## src/rtl/shift_add_mul_pkg.sv

```systemverilog
package shift_add_mul_pkg;
  typedef enum logic {
    ST_IDLE = 1'b0,
    ST_RUN  = 1'b1
  } mul_state_e;
endpackage

```

## src/rtl/mul_adder.sv

```systemverilog
module mul_adder #(
  parameter int W = 32
) (
  input  logic [W-1:0] a_i,
  input  logic [W-1:0] b_i,
  input  logic         en_i,
  output logic [W-1:0] sum_o,
  output logic         cout_o
);
  logic [W-1:0] addend;

  always_comb begin
    addend          = en_i ? b_i : '0;
    {cout_o, sum_o} = {1'b0, a_i} + {1'b0, addend};
  end
endmodule

```

## src/rtl/mul_ctrl.sv

```systemverilog
module mul_ctrl
  import shift_add_mul_pkg::*;
#(
  parameter int W = 32
) (
  input  logic clk_i,
  input  logic rst_ni,
  input  logic start_i,
  output logic load_o,
  output logic step_o,
  output logic busy_o,
  output logic done_o
);
  localparam int CW = (W > 1) ? $clog2(W) : 1;
  localparam logic [CW-1:0] LAST = CW'(W - 1);

  mul_state_e    state_q;
  logic [CW-1:0] cnt_q;
  logic          last_step;

  assign busy_o    = (state_q == ST_RUN);
  assign load_o    = start_i && !busy_o;
  assign step_o    = busy_o;
  assign last_step = busy_o && (cnt_q == LAST);

  always_ff @(posedge clk_i or negedge rst_ni) begin
    if (!rst_ni) begin
      state_q <= ST_IDLE;
      cnt_q   <= '0;
      done_o  <= 1'b0;
    end else begin
      done_o <= last_step;
      if (load_o) begin
        state_q <= ST_RUN;
        cnt_q   <= '0;
      end else if (last_step) begin
        state_q <= ST_IDLE;
      end else if (busy_o) begin
        cnt_q <= cnt_q + 1'b1;
      end
    end
  end
endmodule

```

## src/rtl/mul_datapath.sv

```systemverilog
module mul_datapath #(
  parameter int W = 32
) (
  input  logic           clk_i,
  input  logic           rst_ni,
  input  logic           load_i,
  input  logic           step_i,
  input  logic [W-1:0]   mcand_i,
  input  logic [W-1:0]   mplier_i,
  output logic [2*W-1:0] prod_o
);
  localparam int PW = 2 * W;

  logic [W-1:0]  mcand_q;
  logic [PW-1:0] prod_q;
  logic [W-1:0]  sum;
  logic          cout;

  mul_adder #(.W(W)) u_add (
    .a_i   (prod_q[PW-1:W]),
    .b_i   (mcand_q),
    .en_i  (prod_q[0]),
    .sum_o (sum),
    .cout_o(cout)
  );

  always_ff @(posedge clk_i or negedge rst_ni) begin
    if (!rst_ni) begin
      mcand_q <= '0;
      prod_q  <= '0;
    end else if (load_i) begin
      mcand_q <= mcand_i;
      prod_q  <= {{W{1'b0}}, mplier_i};
    end else if (step_i) begin
      // carry lands in the top bit as the register shifts right
      prod_q <= {cout, sum, prod_q[W-1:1]};
    end
  end

  assign prod_o = prod_q;
endmodule

```

## src/rtl/shift_add_mul.sv

```systemverilog
module shift_add_mul #(
  parameter int W = 32
) (
  input  logic         clk_i,
  input  logic         rst_ni,
  input  logic         start_i,
  input  logic [W-1:0] mcand_i,
  input  logic [W-1:0] mplier_i,
  output logic         busy_o,
  output logic         done_o,
  output logic [W-1:0] hi_o,
  output logic [W-1:0] lo_o
);
  logic           load;
  logic           step;
  logic [2*W-1:0] prod;

  mul_ctrl #(.W(W)) u_ctrl (
    .clk_i  (clk_i),
    .rst_ni (rst_ni),
    .start_i(start_i),
    .load_o (load),
    .step_o (step),
    .busy_o (busy_o),
    .done_o (done_o)
  );

  mul_datapath #(.W(W)) u_dp (
    .clk_i   (clk_i),
    .rst_ni  (rst_ni),
    .load_i  (load),
    .step_i  (step),
    .mcand_i (mcand_i),
    .mplier_i(mplier_i),
    .prod_o  (prod)
  );

  assign hi_o = prod[2*W-1:W];
  assign lo_o = prod[W-1:0];
endmodule

```

## config.mk

```make
export PLATFORM = sky130hd
export DESIGN_NAME = shift_add_mul
export DESIGN_NICKNAME = d
export VERILOG_FILES = /design/src/rtl/shift_add_mul_pkg.sv /design/src/rtl/mul_adder.sv /design/src/rtl/mul_ctrl.sv /design/src/rtl/mul_datapath.sv /design/src/rtl/shift_add_mul.sv
export SDC_FILE = /design/constraint.sdc
export NUM_CORES = 1
export LEC_CHECK = 0
export ABC_AREA = 1
export BUFFER_PORTS_ARGS = -buffer_cell sky130_fd_sc_hd__clkbuf_2
export CELL_PAD_IN_SITES_DETAIL_PLACEMENT = 2
export CELL_PAD_IN_SITES_GLOBAL_PLACEMENT = 2
export CORE_MARGIN = 2
export CORE_UTILIZATION = 30
export CTS_BUF_LIST = sky130_fd_sc_hd__clkbuf_8 sky130_fd_sc_hd__clkbuf_16
export DETAILED_ROUTE_END_ITERATION = 10
export PLACE_DENSITY_LB_ADDON = 0.1
export SYNTH_ARGS = -nofsm -noshare
export SYNTH_HDL_FRONTEND = slang
export SYNTH_HIERARCHICAL = 1
export SYNTH_SLANG_ARGS = --single-unit
```

## constraint.sdc

```tcl
create_clock -name clk_i -period 2.3 [get_ports clk_i]
set_input_delay 0.345 -clock clk_i [delete_from_list [all_inputs] [get_ports clk_i]]
set_output_delay 0.345 -clock clk_i [all_outputs]
set_load 0.1 [all_outputs]
```

==> impl.org, run 1 <==
** Detailed routing
- Vias after detailed routing :: 7965
- DRT antenna net count :: 0
- Dividing the detail-routed wire length by the instance count gives 22.2 um.
- Remaining routing DRC violations :: 0
- Before antenna repair, the detailed router went through 4 iterations.
- The detailed router finished its first iteration with 323 violations.
- In the routed layout, each cell is associated on average with a via count of 5.08.
- Total Wirelength :: 34900 um

** Global routing
- Via count of the first global-routing pass :: 8468
- Maximum number of pins on one net before global-route repair :: 50
- The initial antenna violation count came to 1.
- The first global-routing pass estimated 47000 um of wire.
- GRT Overall Usage :: 25.0%
- Summed over all layers, the global routing overflow is 0.

** Timing
- The clock arrives with 13.1 ps of skew.
- Setup repair after global routing could not meet its margin everywhere.
- Final Critical Period :: 2640 ps
- Final worst path period share :: 115%
- Total setup violations reported at the end of the flow :: 27
- Summed negative setup slack over all endpoints :: -3190 ps
- For this run, the top clock speed supported by timing is 0.379 GHz.
- Transition time at the pin with the least slew margin :: 685 ps
- Relative slew margins :: 54.3%
- In the post-route analysis, the smallest setup slack over all paths is -335 ps.
- Hold Vio Cnt, Final :: 0
- The max-slew violation total from the final report was 0.

** Synth
- sky130_fd_sc_hd__nand2_1 is the most common cell in the netlist.
- For this run, the leading register cell type out of synthesis is sky130_fd_sc_hd__dfrtp_1.
- For this run, the number of Yosys warnings is 6.
- Distinct cells, synth :: 28
- In this run, synthesis produced a sequential element count of 103.
- Part of the Yosys area used for sequential elements :: 37.3%
- Number of enable-type register cells in the synthesized netlist :: 0
- When the netlist entered floorplanning its net count stood at 1167.
- Biggest area contributors in the synthesized netlist :: sky130_fd_sc_hd__dfrtp_1, sky130_fd_sc_hd__nand2_1, sky130_fd_sc_hd__nand3_1
- Averaged over all synthesized cells, the footprint is 6.49 sq um.
- For this run, asynchronously set or reset flops after synthesis account for 100%.
- Summed over all instances, the cell type with the most area after synthesis is sky130_fd_sc_hd__dfrtp_1.
- In the synthesized netlist, the number of instances is 1064.
- Syn Std Cell Area :: 6910 sq um
- In the synthesized netlist, the cells that appear most often are sky130_fd_sc_hd__nand2_1, sky130_fd_sc_hd__inv_1, sky130_fd_sc_hd__nand3_1, sky130_fd_sc_hd__dfrtp_1, sky130_fd_sc_hd__nor2_1.
- The share of synthesized area in the top cell type comes to 37.3%.

** Floorplanning
- Number of rows created at floorplan :: 55
- Horizontal die dimension :: 156 um
- Floorplan die height :: 156 um
- For this configuration, the core starts out at a cell density of 30.5%.
- Std-Cell Core Area :: 22600 sq um
- Floorplan die area :: 24300 sq um
- Top-Level Pins :: 133

** Final layout
- P&R area growth vs syn :: 48.1%
- The layout has 2660 filler cells.
- Area occupied by registers :: 2590 sq um
- 0 antenna diodes ended up in the layout.
- After the last flow step, the layout net total stands at 1382.
- Summing all multi-input logic gate instances after layout gives 4760 sq um.
- Of the cells placed in the final design, the portion with a size suffix greater than 1 is 39.7%.

** CTS
- At the later pin of the worst-skew pair, clock insertion delay measures 380 ps.
- Deepest clock path buffer count :: 2
- CTS clk-pin slew, worst paths :: 90 ps
- In this run the clock root is driven by a sky130_fd_sc_hd__clkbuf_16.
- In this run, CTS created clock tree buffers numbering 9.
- TritonCTS built the clock tree.
- H-tree depth :: 3
- TritonCTS sink count :: 103

** Power
- Post-route total power :: 16.8 mW
- Power density of the placed cells :: 1640 nW/um^2
- The worst-case IR drop observed on VDD is 706 uV.
- Summed over all cells, the static leakage comes to 5.95 nW.

** Run
- Number of violations of the max-capacitance limit :: 0

** Worst setup path
- The worst setup path is launched from a register.
- Data arrival time of the critical path :: 2950 ps
- The critical path is of the reg2reg type.
- Worst Setup End Kind :: register
- Worst Path Max Fanout :: 11
- Data required time at the worst endpoint :: 2610 ps

** Placement
- Routability-driven placement finished with a final weighted congestion of 0.822.
- OpenSTA, run right after detailed placement, puts the worst setup slack at -271 ps.
- In this run the tool buffered the top-level ports with 132 buffer cells.
- The HPWL after detailed placement is 20600 um.

** Worst hold path
- Kind of path behind the tightest hold check :: in2reg

** Run status
- Outcome :: complete, but fails checks
- Violations in the final reports :: setup timing
==> path summary, 6_finish.rpt <==
path,from,depth (start not counted),slack [ps],to
max,u_dp/prod_o[0]$_DFFE_PN0P_,11,-340,u_dp/prod_o[63]$_DFFE_PN0P_
min,mcand_i[23],3,170,u_dp/mcand_q[23]$_DFFE_PN0P_
max reg2reg,u_dp/prod_o[0]$_DFFE_PN0P_,11,-340,u_dp/prod_o[63]$_DFFE_PN0P_
min reg2reg,u_dp/mcand_q[19]$_DFFE_PN0P_,2,490,u_dp/mcand_q[19]$_DFFE_PN0P_
max in group asynchronous,rst_ni,3,1140,u_dp/prod_o[0]$_DFFE_PN0P_
min in group asynchronous,rst_ni,2,500,u_dp/mcand_q[12]$_DFFE_PN0P_
==> logic make-up after synthesis <==
logic type / after synthesis / share of synthesized area, %
AOI/OAI and AO/OA: 28 / 2.16
xor gates and xnor gates: 15 / 1.90
adders and majority gates: 36 / 6.63
buffers and inverters: 192 / 11.4
DFF: 103 / 37.3
and+or+nand+nor: 690 / 40.6
==> placed cells by master, fill, tap and decap left out, types with 2 or more instances in the layout <==
cell type,n
sky130_fd_sc_hd__nand3_1,110
sky130_fd_sc_hd__dfrtp_1,98
sky130_fd_sc_hd__nor3_4,3
sky130_fd_sc_hd__nor2_1,17
sky130_fd_sc_hd__nand3_2,11
sky130_fd_sc_hd__ha_2,2
sky130_fd_sc_hd__inv_4,3
sky130_fd_sc_hd__buf_8,2
sky130_fd_sc_hd__ha_4,26
sky130_fd_sc_hd__a21oi_1,5
sky130_fd_sc_hd__dfrtp_2,4
sky130_fd_sc_hd__clkbuf_2,131
sky130_fd_sc_hd__buf_12,7
sky130_fd_sc_hd__o21ai_0,3
sky130_fd_sc_hd__inv_1,127
sky130_fd_sc_hd__nor2_4,14
sky130_fd_sc_hd__xor2_2,3
sky130_fd_sc_hd__inv_2,29
sky130_fd_sc_hd__clkbuf_16,9
sky130_fd_sc_hd__nand3_4,4
sky130_fd_sc_hd__nor3_2,2
sky130_fd_sc_hd__nor2_2,14
sky130_fd_sc_hd__inv_6,3
sky130_fd_sc_hd__a21oi_4,6
sky130_fd_sc_hd__ha_1,7
sky130_fd_sc_hd__nand2_1,387
sky130_fd_sc_hd__nand2_4,35
sky130_fd_sc_hd__buf_6,13
sky130_fd_sc_hd__nand4_1,3
sky130_fd_sc_hd__a21oi_2,11
sky130_fd_sc_hd__nand2_2,86
sky130_fd_sc_hd__buf_4,83
sky130_fd_sc_hd__xor2_1,11
==> where the power goes <==
part | leakage (nW) | internal (mW) | switching, mW
clock | 0.147 | 0.766 | 0.870
sequential | 1.29 | 2.63 | 0.901
combinational | 4.51 | 3.49 | 8.14
==> timing repair <==
item | in CTS | in global routing
resized for setup | 139 | 188
endpoints found under the setup margin | 25 | 28
buffers inserted | 11 | 9
pin swaps | 47 | 87
cloned | 1 | 0
hold endpoints to repair | 6 | 0
hold buffers | 1 | 0
==> flip-flops by register name, indices dropped and copies added, names as in the netlist <==
| register | count |
|---|---|
| u_dp/mcand_q | 32 |
| u_ctrl/cnt_q | 5 |
| u_ctrl/done_o | 1 |
| u_dp/prod_o | 64 |
| u_ctrl/busy_o | 1 |
==> stage by stage <==
step           hold slack [ps]  std cells  instance area (sq um)  utilization, %
2_1_floorplan             49.4       1064                   6910               -
3_3_place_gp               389       1531                   8420            37.2
3_5_place_dp               398       1531                   8420            37.2
4_1_cts                    171       1560                   9460            41.8
5_1_grt                    181       1569                  10200            45.2
6_report                   171       1569                  10200            45.2
==> layout make-up <==
| cell class | instances | share of cell area (%) |
|---|---|---|
| Tap cell | 285 | 3.49 |
| Inverter | 158 | 5.87 |
| Sequential cell | 103 | 25.3 |
| Multi-Input combinational cell | 769 | 46.5 |
| Clock inverter | 7 | 0.648 |
| Timing Repair Buffer | 238 | 16.0 |
| Clock buffer | 9 | 2.20 |
==> critical path, cell delays in order, from the launching register on <==
cell and delay, ps:
sky130_fd_sc_hd__dfrtp_4 590, sky130_fd_sc_hd__buf_8 180, sky130_fd_sc_hd__nand2_1 70, sky130_fd_sc_hd__inv_1 50
sky130_fd_sc_hd__ha_1 400, sky130_fd_sc_hd__inv_1 190, sky130_fd_sc_hd__nor3_2 330, sky130_fd_sc_hd__o21ai_0 250
sky130_fd_sc_hd__nor3b_1 220, sky130_fd_sc_hd__nand2_1 100, sky130_fd_sc_hd__nand3_1 80, sky130_fd_sc_hd__nand2_1 130
==> layer usage <==
layer  global-route usage (%)  vias up  part of all wire [%]  wire (um)
met5                        0        -                     0          0
met1                     31.3     4033                    42      14500
met3                     5.08       61                   5.1       1770
li1                         -     3658                     -          -
met4                     7.25        0                   3.4       1170
met2                     43.5      213                    50      17400
No activity file was read; power rests on OpenSTA's default activity.
==> inputs of run 2 (changes only) <==
MAX_ROUTING_LAYER = met4   (was not set)
==> impl.org, run 2 (same netlist as run 1, synthesis figures left out) <==
** Power
- The total power density per cell area was 1670 nW/um^2 (was 1640 nW/um^2).
- Net switching power :: 10.2 mW (was 9.91 mW)
- The clock network fraction of design power was 9.6% (was 9.7%).
- Peak supply drop :: 754 uV (was 706 uV)
- The sequential power share was 20.6% (was 21.0%).
- The share of total power consumed by net switching was 59.4% (was 59.0%).
- Static leakage power :: 5.95 nW (about the same)
- Combinational share of power :: 69.7% (was 69.2%)
- Internal power of the cells :: 6.99 mW (was 6.89 mW)
- Post-route total power :: 17.2 mW (was 16.8 mW)

** CTS
- TritonCTS sink count :: 103 (unchanged)
- H-tree depth :: 3 (unchanged)
- The CTS tree is yes (unchanged).
- CTS clk-pin slew, worst paths :: 80 ps (was 90 ps)
- The TritonCTS buffer count is 9 (unchanged).
- The clock insertion delay at the later pin of the skew report came to 390 ps (was 380 ps).
- Root buffer cell :: sky130_fd_sc_hd__clkbuf_16 (unchanged)
- Deepest clock path buffer count :: 2 (unchanged)

** Detailed routing
- Average detailed-routed wire length per instance :: 23.5 um (was 22.2 um)
- The first-pass detailed-route iteration total is 4 (unchanged).
- Via count normalized by instance count :: 5.16 (was 5.08)
- Total Wirelength :: 36900 um (was 34900 um)
- DRT antenna net count :: 0 (unchanged)
- The DRC marker count from the first detailed-route iteration was 425 (was 323).
- Vias after detailed routing :: 8091 (was 7965)
- The final routed DRC violation total is 0 (unchanged).

** Floorplanning
- The die extent in y is 156 um (unchanged).
- The placeable core area came to 22600 sq um (unchanged).
- Top-Level Pins :: 133 (unchanged)
- Horizontal die dimension :: 156 um (unchanged)
- Number of rows created at floorplan :: 55 (unchanged)
- The total die area was 24300 sq um (unchanged).
- The initial cell density of the core came to 30.5% (unchanged).

** Final layout
- Fin cells :: 1569 (unchanged)
- The leading cell type in the layout, fill and taps excluded was sky130_fd_sc_hd__nand2_1 (unchanged).
- The flip-flop count of the largest register after layout came to 64 (unchanged).
- Area of the multi-input gates :: 4850 sq um (was 4760 sq um)
- The post-route core utilization is 45.6% (was 45.2%).
- Fraction of layout instances using a drive strength above 1 :: 40.5% (was 39.7%)
- The number of fillers in the final layout was 2674 (was 2660).
- Area occupied by registers :: 2590 sq um (unchanged)
- Highest-count cells in the layout ignoring fill and taps: sky130_fd_sc_hd__nand2_1, sky130_fd_sc_hd__clkbuf_2, sky130_fd_sc_hd__inv_1, sky130_fd_sc_hd__nand3_1, sky130_fd_sc_hd__dfrtp_1 (unchanged).
- P&R area growth vs syn :: 49.4% (was 48.1%)
- Net count of the finished layout :: 1381 (was 1382)

** Run status
- Outcome :: complete, but fails checks (unchanged)
- Violations in the final reports :: setup timing (unchanged)

** Worst setup path
- The kind of launch point of the worst setup path is a register (unchanged).
- Setup Crit Path Kind :: reg2reg (unchanged)
- Worst Path Max Fanout :: 7 (was 11)
- The endpoint arrival time on the critical path is 2870 ps (was 2950 ps).
- Worst Setup End Kind :: register (unchanged)
- Data required time at the worst endpoint :: 2610 ps (about the same)

** Timing
- The slack of the critical path was -256 ps (was -335 ps).
- The max-slew violation total from the final report was 0 (unchanged).
- The final total negative setup slack was -2900 ps (was -3190 ps).
- The count of final setup violators came to 22 (was 27).
- Maximum achievable frequency :: 0.391 GHz (was 0.379 GHz)
- The worst slew slack as a fraction of its limit came to 53.2% (was 54.3%).
- The share of the cycle needed by the critical path after routing is 111% (was 115%).
- Hold Vio Cnt, Final :: 0 (unchanged)
- RSZ-0062 raised after global routing :: yes (unchanged)
- The actual transition at the worst max-transition pin is 702 ps (was 685 ps).
- Final Critical Period :: 2560 ps (was 2640 ps)
- Clock Skews :: 21.3 ps (was 13.1 ps)

** Placement
- Port Buf Inserts :: 132 (unchanged)
- Half-perimeter wire length after detailed placement :: 20600 um (unchanged)
- Placed Cells incl. Taps :: 1531 (unchanged)
- The last weighted congestion value of the routability-driven placer was 0.835 (was 0.822).

** Global routing
- The initial antenna violation count is 1 (unchanged).
- Maximum number of pins on one net before global-route repair :: 50 (unchanged)
- The total global-route track usage is 25.7% (was 25.0%).
- The global route total overflow came to 0 (unchanged).
- Global-route wire length before repair :: 46800 um (was 47000 um)
- The number of global-route vias before repair was 8491 (was 8468).

** Worst hold path
- Kind of path behind the tightest hold check :: in2reg (unchanged)

** Run
- The number of max-cap violations came to 0 (unchanged).
## run 2: critical path, cell delays in order (launching register included)
cell and delay [ps]:
sky130_fd_sc_hd__dfrtp_4 580, sky130_fd_sc_hd__buf_12 190, sky130_fd_sc_hd__nand2_1 90, sky130_fd_sc_hd__inv_2 80, sky130_fd_sc_hd__ha_4 320, sky130_fd_sc_hd__nand2_4 60
sky130_fd_sc_hd__inv_2 70, sky130_fd_sc_hd__nand2_2 70, sky130_fd_sc_hd__buf_4 140, sky130_fd_sc_hd__inv_2 70, sky130_fd_sc_hd__nand2_2 70, sky130_fd_sc_hd__nand3_1 100
sky130_fd_sc_hd__nand2_1 150, sky130_fd_sc_hd__nand3_2 140, sky130_fd_sc_hd__nand2_1 60, sky130_fd_sc_hd__nand2_1 70, sky130_fd_sc_hd__nand3_1 100, sky130_fd_sc_hd__nand2_1 120
## run 2: cell type report
cell class,count,share of cell area [%]
Multi-Input combinational cell,769,47.0
Tap cell,285,3.45
Inverter,158,5.79
Timing Repair Buffer,237,15.8
Antenna cell,1,0.0242
Sequential cell,103,25.1
Clock inverter,7,0.643
Clock buffer,9,2.18
## run 2: path summary, 6_finish.rpt
check | slack, ps | cells past startpoint | start | to
worst max-delay path | -260 | 17 | u_dp/prod_o[0]$_DFFE_PN0P_ | u_dp/prod_o[55]$_DFFE_PN0P_
worst min-delay path | 170 | 3 | mcand_i[23] | u_dp/mcand_q[23]$_DFFE_PN0P_
worst max register to register | -260 | 17 | u_dp/prod_o[0]$_DFFE_PN0P_ | u_dp/prod_o[55]$_DFFE_PN0P_
worst min register to register | 490 | 2 | u_dp/mcand_q[19]$_DFFE_PN0P_ | u_dp/mcand_q[19]$_DFFE_PN0P_
max in group asynchronous | 1130 | 3 | rst_ni | u_dp/prod_o[0]$_DFFE_PN0P_
min in group asynchronous | 490 | 2 | rst_ni | u_dp/mcand_q[12]$_DFFE_PN0P_
## run 2: power groups by stage
stage	Sequential, mW	Clock (mW)	Combinational [mW]
after floorplan	6.59	0	3.12
after global placement	3.41	0	8.88
after detailed placement	3.43	0	9.11
after CTS	3.47	1.65	10.1
after global routing	3.64	1.74	12.6
final	3.55	1.66	12.0
## run 2: timing repair
| item | CTS | global route |
|---|---|---|
| gates cloned | 1 | 0 |
| setup endpoints to repair | 25 | 28 |
| hold endpoints to repair | 6 | 0 |
| pin swaps | 47 | 82 |
| buffers inserted | 11 | 9 |
| hold buffers | 1 | 0 |
| resized for setup | 139 | 207 |
## run 2: layer usage
metal / up-vias / share of wire [%] / track usage (%)
li1: 3659 / - / -
met1: 4141 / 41 / 32.0
met2: 217 / 51 / 43.3
met3: 74 / 4.3 / 4.22
met4: 0 / 3.3 / 7.25
met5: - / 0 / -
## run 2: stage by stage
stage / hold slack, ps / setup slack (ps) / cell area (sq um)
after floorplan: 49.4 / 6.28 / 6910
after global placement: 389 / -175 / 8420
after detailed placement: 398 / -271 / 8420
after CTS: 171 / -23.6 / 9460
after global routing: 174 / -354 / 10300
final: 165 / -256 / 10300
==> inputs of run 3 (changes only) <==
PLACE_DENSITY_LB_ADDON = 0.3   (was 0.1)
==> impl.org, run 3 (same netlist as run 1, synthesis figures left out) <==
** Placement
- GPL Wtd Cong :: 0.842 (was 0.835)
- The count of port buffers added during placement was 132 (unchanged).
- Half-perimeter wire length after detailed placement :: 20300 um (was 20600 um)

** CTS
- The maximum buffer depth of the clock tree was 2 (unchanged).
- H-tree depth :: 3 (unchanged)
- The clock transition at the register clock pins on the worst setup and hold paths after CTS was 80 ps (about the same).
- The TritonCTS buffer count came to 9 (unchanged).
- The count of clock tree sinks came to 103 (unchanged).
- The clock root buffer master was sky130_fd_sc_hd__clkbuf_16 (unchanged).
- The clock insertion delay at the later pin of the skew report is 370 ps (was 390 ps).
- The CTS tree is yes (unchanged).

** Worst setup path
- The timing startpoint of the critical path is u_dp/prod_o[0]$_DFFE_PN0P_ (unchanged).
- The endpoint arrival time on the critical path is 2860 ps (was 2870 ps).
- The critical path capture point type is a register (unchanged).
- Worst R2R Path Depth :: 17 (unchanged)
- The required time of the critical path was 2550 ps (was 2610 ps).
- The class of the most critical setup path is reg2reg (unchanged).
- The kind of launch point of the worst setup path is a register (unchanged).
- The largest fanout of any net on the critical path came to 8 (was 7).
- Reg-to-reg startpoint :: u_dp/prod_o[0]$_DFFE_PN0P_ (unchanged)

** Power
- The clock network fraction of design power is 10.1% (was 9.6%).
- The combinational cell fraction of total power is 67.5% (was 69.7%).
- The sequential power share came to 22.3% (was 20.6%).
- The internal power summed over all cells is 6.40 mW (was 6.99 mW).
- The total power density per cell area came to 1680 nW/um^2 (was 1670 nW/um^2).
- Net switching share of the total power :: 60.0% (was 59.4%)
- The highest ir drop seen on vdd came to 867 uV (was 754 uV).
- Net switching power :: 9.60 mW (was 10.2 mW)
- The leakage power was 5.54 nW (was 5.95 nW).

** Floorplanning
- Initial core utilization :: 30.5% (unchanged)
- Top-Level Pins :: 133 (unchanged)
- The die width came to 156 um (unchanged).
- Floorplan die height :: 156 um (unchanged)
- Floorplan die area :: 24300 sq um (unchanged)
- Number of rows created at floorplan :: 55 (unchanged)
- The placeable core area is 22600 sq um (unchanged).

** Run status
- Outcome :: complete, but fails checks (unchanged)
- Violations in the final reports: setup timing (unchanged).

** Detailed routing
- Via count normalized by instance count :: 5.13 (was 5.16)
- The wire length per cell after detailed routing came to 22.4 um (was 23.5 um).
- Vias after detailed routing :: 7842 (was 8091)
- The post-route antenna net violation count came to 0 (unchanged).
- The final routed DRC violation total is 0 (unchanged).
- The total wirelength of the detailed-routed design was 34300 um (was 36900 um).
- The DRC marker count from the first detailed-route iteration was 385 (was 425).
- Number of iterations in the first detailed-routing pass :: 5 (was 4)

** Final layout
- Max reg flops :: 64 (unchanged)
- The final net count was 1343 (was 1381).
- The area growth from synthesis to final layout was 37.7% (was 49.4%).
- The total inserted antenna cells came to 0 (was 1).
- Commonest non-fill, non-tap cell in the layout :: sky130_fd_sc_hd__nand2_1 (unchanged)
- Highest-count cells in the layout ignoring fill and taps :: sky130_fd_sc_hd__nand2_1, sky130_fd_sc_hd__inv_1, sky130_fd_sc_hd__clkbuf_2, sky130_fd_sc_hd__nand3_1, sky130_fd_sc_hd__dfrtp_1 (was sky130_fd_sc_hd__nand2_1, sky130_fd_sc_hd__clkbuf_2, sky130_fd_sc_hd__inv_1, sky130_fd_sc_hd__nand3_1, sky130_fd_sc_hd__dfrtp_1)
- Fraction of layout instances using a drive strength above 1 :: 33.3% (was 40.5%)

** Timing
- RSZ-0062 raised after global routing: yes (unchanged).
- Relative slew margins :: 62.2% (was 53.2%)
- The share of the cycle needed by the critical path after routing came to 113% (was 111%).
- Post-Route Hold Slack :: 175 ps (was 165 ps)
- Summed negative setup slack over all endpoints :: -2450 ps (was -2900 ps)
- The slack of the critical path is -307 ps (was -256 ps).
- Clock Skews :: 10.1 ps (was 21.3 ps)
- Max Slew Vio Count :: 0 (unchanged)
- Maximum achievable frequency :: 0.384 GHz (was 0.391 GHz)
- Total setup violations reported at the end of the flow :: 23 (was 22)
- The time the worst path needs with I/O delays and setup is 2610 ps (was 2560 ps).
- Hold Vio Cnt, Final :: 0 (unchanged)
- Transition time at the pin with the least slew margin :: 570 ps (was 702 ps)

** Run
- Number of violations of the max-capacitance limit :: 0 (unchanged)

** Global routing
- The initial antenna violation count is 0 (was 1).
- The total global-route track usage came to 23.7% (was 25.7%).
- Maximum number of pins on one net before global-route repair :: 67 (was 50)
- The number of global-route vias before repair came to 8275 (was 8491).
- The first-pass GRT wire length came to 44000 um (was 46800 um).
- GRT Residual Overflow :: 0 (unchanged)

** Worst hold path
- Startpoint of the most critical hold path :: mcand_i[20] (was mcand_i[23])
- Cell count of the worst hold path :: 3 (unchanged)
- Kind of path behind the tightest hold check :: in2reg (unchanged)
run 3: changes by cell type in the layout (fill, tap and decap cells not counted), moves of 4 or more:
cell / change
sky130_fd_sc_hd__a21oi_2: +8
sky130_fd_sc_hd__a21oi_4: -6
sky130_fd_sc_hd__buf_4: -25
sky130_fd_sc_hd__buf_6: -8
sky130_fd_sc_hd__inv_1: +13
sky130_fd_sc_hd__inv_2: -12
sky130_fd_sc_hd__nand2_1: +46
sky130_fd_sc_hd__nand2_2: -24
sky130_fd_sc_hd__nand2_4: -20
sky130_fd_sc_hd__nand3_1: +4
sky130_fd_sc_hd__nor2_2: +4
sky130_fd_sc_hd__nor2_4: -7
run 3: cell type report:
class | count | area [sq um]
timing repair buffer | 199 | 1260
clock inverter | 6 | 43.8
clock buffer | 10 | 239
fill | 2676 | 13100
tap | 285 | 357
sequential | 103 | 2590
multi-input combinational | 769 | 4430
inverter | 158 | 596
run 3: routing by layer:
layer | vias up | wire length [um] | track usage (%)
met1 | 3962 | 14600 | 30.0
met4 | 0 | 1360 | 6.47
li1 | 3576 | - | -
met5 | - | 0 | -
met3 | 76 | 1840 | 4.17
met2 | 228 | 16500 | 39.2
run 3: final timing paths:
kind                                                end  slack (ps)
min in group asynchronous   u_ctrl/cnt_q[0]$_DFFE_PN0P_         450
max in group asynchronous   u_dp/prod_o[39]$_DFFE_PN0P_        1020
max                         u_dp/prod_o[61]$_DFFE_PN0P_        -310
min reg2reg                 u_dp/mcand_q[4]$_DFFE_PN0P_         490
max reg2reg                 u_dp/prod_o[61]$_DFFE_PN0P_        -310
min                        u_dp/mcand_q[20]$_DFFE_PN0P_         170
run 3: stage by stage:
stage / std cells / util (%) / instance area (sq um) / total power [mW] / setup WS [ps]
global route: 1530 / 42.0 / 9510 / 16.8 / -349
detailed placement: 1501 / 36.2 / 8190 / 12.3 / -129
CTS: 1520 / 38.9 / 8800 / 14.4 / -40.3
global placement: 1501 / 36.2 / 8190 / 12.0 / -70.4
finish: 1530 / 42.0 / 9510 / 16.0 / -307
floorplan: 1064 / - / 6910 / 9.71 / 6.28
run 3: critical path, cell delays in order (launching register included):
cell                      delay, ps
sky130_fd_sc_hd__dfrtp_4        580
sky130_fd_sc_hd__buf_12         180
sky130_fd_sc_hd__nand2_1         80
sky130_fd_sc_hd__inv_1           80
sky130_fd_sc_hd__ha_4           230
sky130_fd_sc_hd__buf_4          160
sky130_fd_sc_hd__nand2_4        110
sky130_fd_sc_hd__inv_2           60
sky130_fd_sc_hd__nand2_2         90
sky130_fd_sc_hd__inv_2           60
sky130_fd_sc_hd__a21oi_2        180
sky130_fd_sc_hd__nand2_2        110
sky130_fd_sc_hd__nand2_2        110
sky130_fd_sc_hd__nand2_2         60
sky130_fd_sc_hd__nand2_1        100
sky130_fd_sc_hd__nand2_1         70
sky130_fd_sc_hd__nand3_1        120
sky130_fd_sc_hd__nand2_1        100
run 3: power by group through the flow:
stage               clock network [mW]  registers (mW)  logic, mW
finish                            1.62            3.58       10.8
global route                      1.74            3.68       11.4
CTS                               1.61            3.44       9.32
detailed placement                   0            3.42       8.89
global placement                     0            3.39       8.63
floorplan                            0            6.59       3.12
run 3: repair_timing:
action / CTS / global route
buffers inserted: 2 / 9
pin swaps: 10 / 49
endpoints found under the setup margin: 22 / 25
hold endpoints to repair: 28 / 0
hold buffers: 1 / 0
resized for setup: 61 / 166
gates cloned: 0 / 1
